`src/rtl/spec_undo_pkg.sv`:
```
package spec_undo_pkg;
  typedef enum logic [1:0] {CU_IDLE, CU_WALK, CU_REQ, CU_WAIT} cu_state_e;
endpackage

```
`src/rtl/su_lfsr.sv`:
```
module su_lfsr #(
  parameter int          OUT_W = 1,
  parameter logic [15:0] SEED  = 16'hACE1
) (
  input  logic             clk_i,
  input  logic             rst_ni,
  output logic [OUT_W-1:0] rnd_o
);
  logic [15:0] s_q;

  always_ff @(posedge clk_i or negedge rst_ni) begin
    if (!rst_ni) s_q <= SEED;
    else         s_q <= (s_q >> 1) ^ (s_q[0] ? 16'hB400 : 16'h0000);
  end

  assign rnd_o = s_q[OUT_W-1:0];
endmodule

```
`src/rtl/su_undo_log.sv`:
```
module su_undo_log #(
  parameter int DEPTH   = 8,
  parameter int EPOCH_W = 4,
  parameter int LINE_W  = 8,
  parameter int WAY_W   = 1
) (
  input  logic                     clk_i,
  input  logic                     rst_ni,
  input  logic                     wr_en_i,
  input  logic [EPOCH_W-1:0]       wr_epoch_i,
  input  logic [LINE_W-1:0]        wr_ins_i,
  input  logic [WAY_W-1:0]         wr_way_i,
  input  logic                     wr_ev_valid_i,
  input  logic [LINE_W-1:0]        wr_ev_i,
  output logic [$clog2(DEPTH)-1:0] head_o,
  input  logic [$clog2(DEPTH)-1:0] rd_idx_i,
  output logic                     rd_valid_o,
  output logic [EPOCH_W-1:0]       rd_epoch_o,
  output logic [LINE_W-1:0]        rd_ins_o,
  output logic [WAY_W-1:0]         rd_way_o,
  output logic                     rd_ev_valid_o,
  output logic [LINE_W-1:0]        rd_ev_o,
  input  logic                     clr_en_i
);
  localparam int PTR_W = $clog2(DEPTH);

  logic [DEPTH-1:0]              valid_q;
  logic [DEPTH-1:0]              ev_valid_q;
  logic [DEPTH-1:0][EPOCH_W-1:0] epoch_q;
  logic [DEPTH-1:0][LINE_W-1:0]  ins_q;
  logic [DEPTH-1:0][LINE_W-1:0]  ev_q;
  logic [DEPTH-1:0][WAY_W-1:0]   way_q;
  logic [PTR_W-1:0]              head_q;

  // ring: oldest entries are overwritten, they are treated as retired
  always_ff @(posedge clk_i or negedge rst_ni) begin
    if (!rst_ni) begin
      valid_q    <= '0;
      ev_valid_q <= '0;
      epoch_q    <= '0;
      ins_q      <= '0;
      ev_q       <= '0;
      way_q      <= '0;
      head_q     <= '0;
    end else begin
      if (clr_en_i) valid_q[rd_idx_i] <= 1'b0;
      if (wr_en_i) begin
        valid_q[head_q]    <= 1'b1;
        ev_valid_q[head_q] <= wr_ev_valid_i;
        epoch_q[head_q]    <= wr_epoch_i;
        ins_q[head_q]      <= wr_ins_i;
        ev_q[head_q]       <= wr_ev_i;
        way_q[head_q]      <= wr_way_i;
        head_q             <= head_q + 1'b1;
      end
    end
  end

  assign head_o        = head_q;
  assign rd_valid_o    = valid_q[rd_idx_i];
  assign rd_epoch_o    = epoch_q[rd_idx_i];
  assign rd_ins_o      = ins_q[rd_idx_i];
  assign rd_way_o      = way_q[rd_idx_i];
  assign rd_ev_valid_o = ev_valid_q[rd_idx_i];
  assign rd_ev_o       = ev_q[rd_idx_i];
endmodule

```
`src/rtl/spec_undo_l1.sv`:
```
module spec_undo_l1
  import spec_undo_pkg::*;
#(
  parameter int SETS      = 4,
  parameter int WAYS      = 2,
  parameter int LINE_W    = 8,
  parameter int EPOCH_W   = 4,
  parameter int LOG_DEPTH = 8
) (
  input  logic               clk_i,
  input  logic               rst_ni,
  input  logic               req_valid_i,
  input  logic [LINE_W-1:0]  req_addr_i,
  input  logic [EPOCH_W-1:0] req_epoch_i,
  output logic               resp_valid_o,
  output logic               resp_hit_o,
  output logic               miss_valid_o,
  output logic [LINE_W-1:0]  miss_addr_o,
  input  logic               squash_i,
  input  logic [EPOCH_W-1:0] squash_epoch_i,
  output logic               busy_o,
  output logic               restore_valid_o,
  input  logic               restore_ready_i,
  output logic [LINE_W-1:0]  restore_addr_o,
  input  logic               fill_valid_i,
  input  logic [LINE_W-1:0]  fill_addr_i
);
  localparam int IDX_W = $clog2(SETS);
  localparam int TAG_W = LINE_W - IDX_W;
  localparam int WAY_W = $clog2(WAYS);
  localparam int PTR_W = $clog2(LOG_DEPTH);
  localparam int CNT_W = PTR_W + 1;

  cu_state_e state_q;
  logic [SETS-1:0][WAYS-1:0][TAG_W-1:0] tag_q;
  logic [SETS-1:0][WAYS-1:0]            vld_q;
  logic [EPOCH_W-1:0] sq_epoch_q;
  logic [PTR_W-1:0]   walk_ptr_q;
  logic [CNT_W-1:0]   walk_cnt_q;
  logic [LINE_W-1:0]  rst_addr_q;
  logic [WAY_W-1:0]   rst_way_q;
  logic               resp_valid_q, resp_hit_q, miss_valid_q;
  logic [LINE_W-1:0]  miss_addr_q;

  logic [WAY_W-1:0] rnd_way;
  su_lfsr #(.OUT_W(WAY_W)) u_lfsr (.clk_i, .rst_ni, .rnd_o(rnd_way));

  // lookup
  logic [IDX_W-1:0] r_set;
  logic [TAG_W-1:0] r_tag;
  logic             hit, any_inv, accept;
  logic [WAY_W-1:0] inv_way, victim;
  assign r_set = req_addr_i[IDX_W-1:0];
  assign r_tag = req_addr_i[LINE_W-1:IDX_W];

  always_comb begin
    hit     = 1'b0;
    any_inv = 1'b0;
    inv_way = '0;
    for (int w = 0; w < WAYS; w++)
      if (vld_q[r_set][w] && tag_q[r_set][w] == r_tag) hit = 1'b1;
    for (int w = WAYS - 1; w >= 0; w--)
      if (!vld_q[r_set][w]) begin
        any_inv = 1'b1;
        inv_way = WAY_W'(w);
      end
  end

  assign victim = any_inv ? inv_way : rnd_way;
  assign busy_o = (state_q != CU_IDLE) || squash_i;
  assign accept = req_valid_i && !busy_o;

  // undo log
  logic [PTR_W-1:0]   head;
  logic               rd_valid, rd_ev_valid, match, clr_en;
  logic [EPOCH_W-1:0] rd_epoch;
  logic [LINE_W-1:0]  rd_ins, rd_ev;
  logic [WAY_W-1:0]   rd_way;

  su_undo_log #(.DEPTH(LOG_DEPTH), .EPOCH_W(EPOCH_W), .LINE_W(LINE_W), .WAY_W(WAY_W)) u_log (
    .clk_i, .rst_ni,
    .wr_en_i(accept && !hit), .wr_epoch_i(req_epoch_i), .wr_ins_i(req_addr_i),
    .wr_way_i(victim), .wr_ev_valid_i(vld_q[r_set][victim]),
    .wr_ev_i({tag_q[r_set][victim], r_set}),
    .head_o(head), .rd_idx_i(walk_ptr_q),
    .rd_valid_o(rd_valid), .rd_epoch_o(rd_epoch), .rd_ins_o(rd_ins), .rd_way_o(rd_way),
    .rd_ev_valid_o(rd_ev_valid), .rd_ev_o(rd_ev), .clr_en_i(clr_en)
  );

  logic [IDX_W-1:0] w_set, f_set;
  logic [TAG_W-1:0] w_tag;
  logic [CNT_W-1:0] cnt_nxt;
  logic [WAY_W-1:0] fill_way;
  logic             fill_hit;
  assign w_set    = rd_ins[IDX_W-1:0];
  assign w_tag    = rd_ins[LINE_W-1:IDX_W];
  assign match    = rd_valid && rd_epoch == sq_epoch_q;
  assign clr_en   = (state_q == CU_WALK) && match;
  assign cnt_nxt  = walk_cnt_q + 1'b1;
  assign f_set    = rst_addr_q[IDX_W-1:0];
  assign fill_way = vld_q[f_set][rst_way_q] ? rnd_way : rst_way_q;
  assign fill_hit = fill_valid_i && fill_addr_i == rst_addr_q;

  always_ff @(posedge clk_i or negedge rst_ni) begin
    if (!rst_ni) begin
      state_q      <= CU_IDLE;
      tag_q        <= '0;
      vld_q        <= '0;
      sq_epoch_q   <= '0;
      walk_ptr_q   <= '0;
      walk_cnt_q   <= '0;
      rst_addr_q   <= '0;
      rst_way_q    <= '0;
      resp_valid_q <= 1'b0;
      resp_hit_q   <= 1'b0;
      miss_valid_q <= 1'b0;
      miss_addr_q  <= '0;
    end else begin
      resp_valid_q <= req_valid_i;
      resp_hit_q   <= accept && hit;
      miss_valid_q <= accept && !hit;
      miss_addr_q  <= req_addr_i;
      unique case (state_q)
        CU_IDLE: begin
          if (squash_i) begin
            sq_epoch_q <= squash_epoch_i;
            walk_ptr_q <= head - 1'b1;
            walk_cnt_q <= '0;
            state_q    <= CU_WALK;
          end else if (accept && !hit) begin
            tag_q[r_set][victim] <= r_tag;
            vld_q[r_set][victim] <= 1'b1;
          end
        end
        CU_WALK: begin
          walk_ptr_q <= walk_ptr_q - 1'b1;
          walk_cnt_q <= cnt_nxt;
          if (match && vld_q[w_set][rd_way] && tag_q[w_set][rd_way] == w_tag)
            vld_q[w_set][rd_way] <= 1'b0;
          if (match && rd_ev_valid) begin
            rst_addr_q <= rd_ev;
            rst_way_q  <= rd_way;
            state_q    <= CU_REQ;
          end else if (cnt_nxt == CNT_W'(LOG_DEPTH)) begin
            state_q <= CU_IDLE;
          end
        end
        CU_REQ: if (restore_ready_i) state_q <= CU_WAIT;
        CU_WAIT: begin
          if (fill_hit) begin
            tag_q[f_set][fill_way] <= rst_addr_q[LINE_W-1:IDX_W];
            vld_q[f_set][fill_way] <= 1'b1;
            state_q <= (walk_cnt_q == CNT_W'(LOG_DEPTH)) ? CU_IDLE : CU_WALK;
          end
        end
        default: state_q <= CU_IDLE;
      endcase
    end
  end

  assign resp_valid_o    = resp_valid_q;
  assign resp_hit_o      = resp_hit_q;
  assign miss_valid_o    = miss_valid_q;
  assign miss_addr_o     = miss_addr_q;
  assign restore_valid_o = (state_q == CU_REQ);
  assign restore_addr_o  = rst_addr_q;

  a_r1_resp_next: assert property (@(posedge clk_i) disable iff (!rst_ni)
    req_valid_i |=> resp_valid_o);
  a_r2_hit_keeps_tags: assert property (@(posedge clk_i) disable iff (!rst_ni)
    (accept && hit) |=> ($stable(tag_q) && $stable(vld_q)));
  a_r5_restore_hold: assert property (@(posedge clk_i) disable iff (!rst_ni)
    (restore_valid_o && !restore_ready_i) |=> (restore_valid_o && $stable(restore_addr_o)));
  a_r7_busy_restore: assert property (@(posedge clk_i) disable iff (!rst_ni)
    restore_valid_o |-> busy_o);
  a_r8_busy_no_fetch: assert property (@(posedge clk_i) disable iff (!rst_ni)
    (req_valid_i && busy_o) |=> (!miss_valid_o && !resp_hit_o));
  a_r8_busy_no_install: assert property (@(posedge clk_i) disable iff (!rst_ni)
    (state_q == CU_REQ) |=> $stable(vld_q));
endmodule

```
`config.mk`:
```
export PLATFORM = sky130hd
export DESIGN_NAME = spec_undo_l1
export DESIGN_NICKNAME = d
export VERILOG_FILES = /design/src/rtl/spec_undo_pkg.sv /design/src/rtl/su_lfsr.sv /design/src/rtl/su_undo_log.sv /design/src/rtl/spec_undo_l1.sv
export SDC_FILE = /design/constraint.sdc
export NUM_CORES = 1
export LEC_CHECK = 0
export BUFFER_PORTS_ARGS = -buffer_cell sky130_fd_sc_hd__buf_2
export CAP_MARGIN = 0
export CORE_MARGIN = 1.5
export CORE_UTILIZATION = 56
export DETAILED_ROUTE_END_ITERATION = 6
export PLACE_DENSITY_LB_ADDON = 0.3
export RECOVER_POWER = 100
export SLEW_MARGIN = 25
export SYNTH_ARGS = -nofsm -noshare
export SYNTH_HDL_FRONTEND = slang
export SYNTH_SLANG_ARGS = --single-unit
```
`constraint.sdc`:
```
create_clock -name clk_i -period 2.7 [get_ports clk_i]
set_input_delay 0.81 -clock clk_i [delete_from_list [all_inputs] [get_ports clk_i]]
set_output_delay 0.81 -clock clk_i [all_outputs]
set_load 0.005 [all_outputs]
```
==> flow_summary.toml <==
[route]
ant_nets = 0
dr.pass1.iters = 7
viasPerCell = 7.38
route.met2.wl_um = 27100
drt_iter0_markers = 2445
wire_per_inst_um = 33.9
drc = 43
dr_wl_met3_um = 9510
dr.max_layer_used = "met5"
num_vias = 14000
m1WireLength_um = 20700
drt_wl_total_um = 64500

[finish]
drive_gt1_frac = 0.462
fin_cells = 1901
n_antenna_cell = 0
nets = 1587
areaGrowthSynthToFinish_pct = 45.5
finalInstanceArea_mm2 = 0.0202

[die]
io_pins = 51
fp.dieW_um = 161
rows = 57
core_mm2 = 0.0243
dieHeight_um = 161
die_area_mm2 = 0.0258
start_util = 0.572

[logic_synthesis]
synth.area.mux_share = 0.175
synth_nets = 1247
synth_xor_xnor_area_share = 0.0202
ys.flop_type = "dfrtp_1"
synth-edff-count = 0
synth.top_cell.area_share = 0.482
async_flop_share = 1.00
synthSimpleGateAreaFrac = 0.112
syn_avg_cell_area_um2 = 11.5
synth.cell_area_mm2 = 0.0139
synth_fa_ha_area_frac = 0.00360
synthCells = 1213
synth_most_common_cell = "dfrtp_1"
synth_top_family_by_area = "multiplexers"
ys_top_cells_by_area = "dfrtp_1 (48%), mux2_2 (6.5%), a22o_1 (6.1%), mux4_2 (5.5%), nand2_1 (3.4%)"
yosys_warnings = 0
synth_seq_cells = 276
synth_common_cells = "dfrtp_1 (268), nand2_1 (127), a22o_1 (97)"
yosysTopAreaCell = "dfrtp_1"
synth-compound-area-share = 0.150
synthDistinctLibCells = 73
yosysSeqAreaShare = 0.497

[global_routing]
grt_util_all_layers = 0.454
grt_pass1_vias = 14100
grt_pass1_wl_um = 86800
antenna_found_initial = 3
grt_max_degree = 87
overflow = 0

[worst_setup_path]
r2r_cells = 12
crit_family = "buffers and inverters"
required_ns = 3.15
start_kind = "register"
cpPeakStageDelay_ns = 0.59
critPathBufInv = 5
critPathSlowestCell = "dfrtp_4"
crit_type = "reg2reg"
critPathCaptureType = "register"
path_depth = 12
cp_max_fo = 8
cp.arrival_ns = 3.93
cp_cell_sequence = "buf_12 > buf_6 > nor2_1 > mux4_2 > nor2_2 > buf_4 > buf_12 > a21o_1 > a2111oi_2 > buf_4 > nand4_1 > a2bb2oi_1"

[power_and_ir_drop]
power_mw = 18.6
seqPwrFrac = 0.282
switching_share = 0.380
leakage_nw = 9.51
p_comb_frac = 0.462
intPower_mw = 11.5
power_density_mw_per_mm2 = 919
peakVddDrop_uv = 979
switching_power_mw = 7.06
pwr-share-clk = 0.257

[clocking]
cts.path.max_buffers = 3
cts-hold-fix-buffers = 0
root_buffer = "clkbuf_16"
cts_buffers = 30
clkTransAtPathRegs_ns = 0.08
htreeDepth = 1
cts_tree = "built"
clk_latency_ns = 0.60
cts_sinks = 276

[place]
gp_congestion = 0.982
port-buffer-count = 50
place_hpwl_um = 30200
placed_cell_area_mm2 = 0.0164
dp_cells = 1742

[timing]
worst_pin_slew_ns = 1.72
hold_viol_final = 0
rsz0062_at_grt = "true"
clock.fmax_mhz = 287
hold_ws_ns = 0.219
fin_crit_ns = 3.49
maxSlewHeadroom = -0.148
setup_viol = 236
setup_slack_ns = -0.786
fin_crit_sh = 1.29
finalClockSkew_ns = 0.0366
timing.final.max_slew_violations = 67

[flow_run]
cap_violations = 1

[min_path]
min_path_type = "in2async"

[outcome]
violations = "design-rule violations, max-capacitance violations, max-slew violations, negative setup slack"
status = "finished, violations left"
## what timing repair did
item / CTS / global route
buffers inserted: 67 / 10
gates resized for setup: 246 / 121
gates cloned: 27 / 3
pin swaps: 79 / 44
setup endpoints to repair: 237 / 235
## power groups by stage
stage / clock network [mW] / logic, mW / registers (mW)
final: 4.77 / 8.58 / 5.24
after global routing: 4.91 / 8.78 / 5.25
after CTS: 4.66 / 7.05 / 5.13
after detailed placement: 0 / 6.18 / 5.19
after global placement: 0 / 6.08 / 5.17
after floorplan: 0 / 3.37 / 4.97
## state kept, by name, indices dropped and copies added, names as in the netlist, 3 cells and up, named ones only
name,cells
tag_q,48
walk_ptr_q,3
u_log.head_o,3
vld_q,8
u_log.way_q,8
restore_addr_o,8
sq_epoch_q,4
miss_addr_o,8
u_log.ins_q,48
u_log.epoch_q,32
u_lfsr.s_q,16
u_log.ev_valid_q,8
walk_cnt_q,4
u_log.valid_q,8
u_log.ev_q,64
## cells by family (layout without fill, tap and decap cells)
kind of cell | count (synthesis) | in the layout
AO/OA/AOI/OAI | 292 | 292
XOR/XNOR | 32 | 32
adder cells (fa/ha/maj) | 4 | 4
buffers and inverters | 114 | 477
flip-flops | 276 | 276
multiplexers | 183 | 183
AND/OR/NAND/NOR | 312 | 313
## layer usage
layer  global-route usage  vias up
met1                0.545     6695
met4                0.385        6
li1                     -     5198
met5                    0        -
met2                0.683     1521
met3                0.125      610
## per-stage QoR
step / setup slack (ns) / util / TNS (ns)
2_1_floorplan: -0.479 / - / -80.33
3_3_place_gp: -1.24 / 0.675 / -248.90
3_5_place_dp: -1.27 / 0.675 / -254.37
4_1_cts: -0.298 / 0.811 / -22.12
5_1_grt: -0.800 / 0.832 / -77.39
6_report: -0.786 / 0.832 / -65.91
## final timing paths
kind,startpoint,slack [ns],endpoint
worst max-delay path,walk_ptr_q[2]$_DFFE_PN0P_,-0.79,vld_q[2]$_DFFE_PN0P_
worst min-delay path,rst_ni,0.22,u_log.ins_q[26]$_DFFE_PN0P_
worst max register to register,walk_ptr_q[2]$_DFFE_PN0P_,-0.79,vld_q[2]$_DFFE_PN0P_
worst min register to register,u_lfsr.s_q[12]$_DFF_PN0_,0.35,u_lfsr.s_q[11]$_DFF_PN1_
max in group asynchronous,rst_ni,0.38,tag_q[39]$_DFFE_PN0P_
min in group clk_i,u_lfsr.s_q[12]$_DFF_PN0_,0.35,u_lfsr.s_q[11]$_DFF_PN1_
## cell usage in the layout (no fill, tap or decap), types with 8 or more instances in the layout
cell type / Yosys / layout
a22o_1: 97 / 96
buf_12: 0 / 39
buf_16: 0 / 26
buf_2: 38 / 42
buf_4: 14 / 206
buf_6: 9 / 50
buf_8: 0 / 13
clkbuf_1: 28 / 25
clkbuf_16: 0 / 33
dfrtp_1: 268 / 265
inv_1: 16 / 15
mux2_2: 80 / 11
mux2_4: 1 / 106
mux2i_1: 26 / 23
mux4_2: 34 / 34
nand2_1: 127 / 106
nand2_2: 0 / 15
nand2b_1: 10 / 9
nand3_1: 49 / 37
nand3_2: 0 / 8
nand4_1: 25 / 25
nor2_1: 39 / 31
o211ai_1: 10 / 10
o21ai_0: 89 / 28
o21ai_1: 14 / 50
o21ai_2: 0 / 22
xnor2_1: 19 / 14
xor2_1: 13 / 8
## worst register-to-register path: stages, from the launching register on
cell and delay (ns):
dfrtp_4 0.59, buf_12 0.20, buf_6 0.14, nor2_1 0.58
mux4_2 0.43, nor2_2 0.06, buf_4 0.17, buf_12 0.13
a21o_1 0.20, a2111oi_2 0.39, buf_4 0.18, nand4_1 0.12
a2bb2oi_1 0.16
## final cells by class
cell class,count,area (µm²)
multi-input combinational,824,7510
timing repair buffer,404,4190
fill,1139,4090
clock inverter,14,262
tap,324,405
clock buffer,42,866
sequential,276,6930
inverter,17,63.8
(Power assumes the default switching activity.)
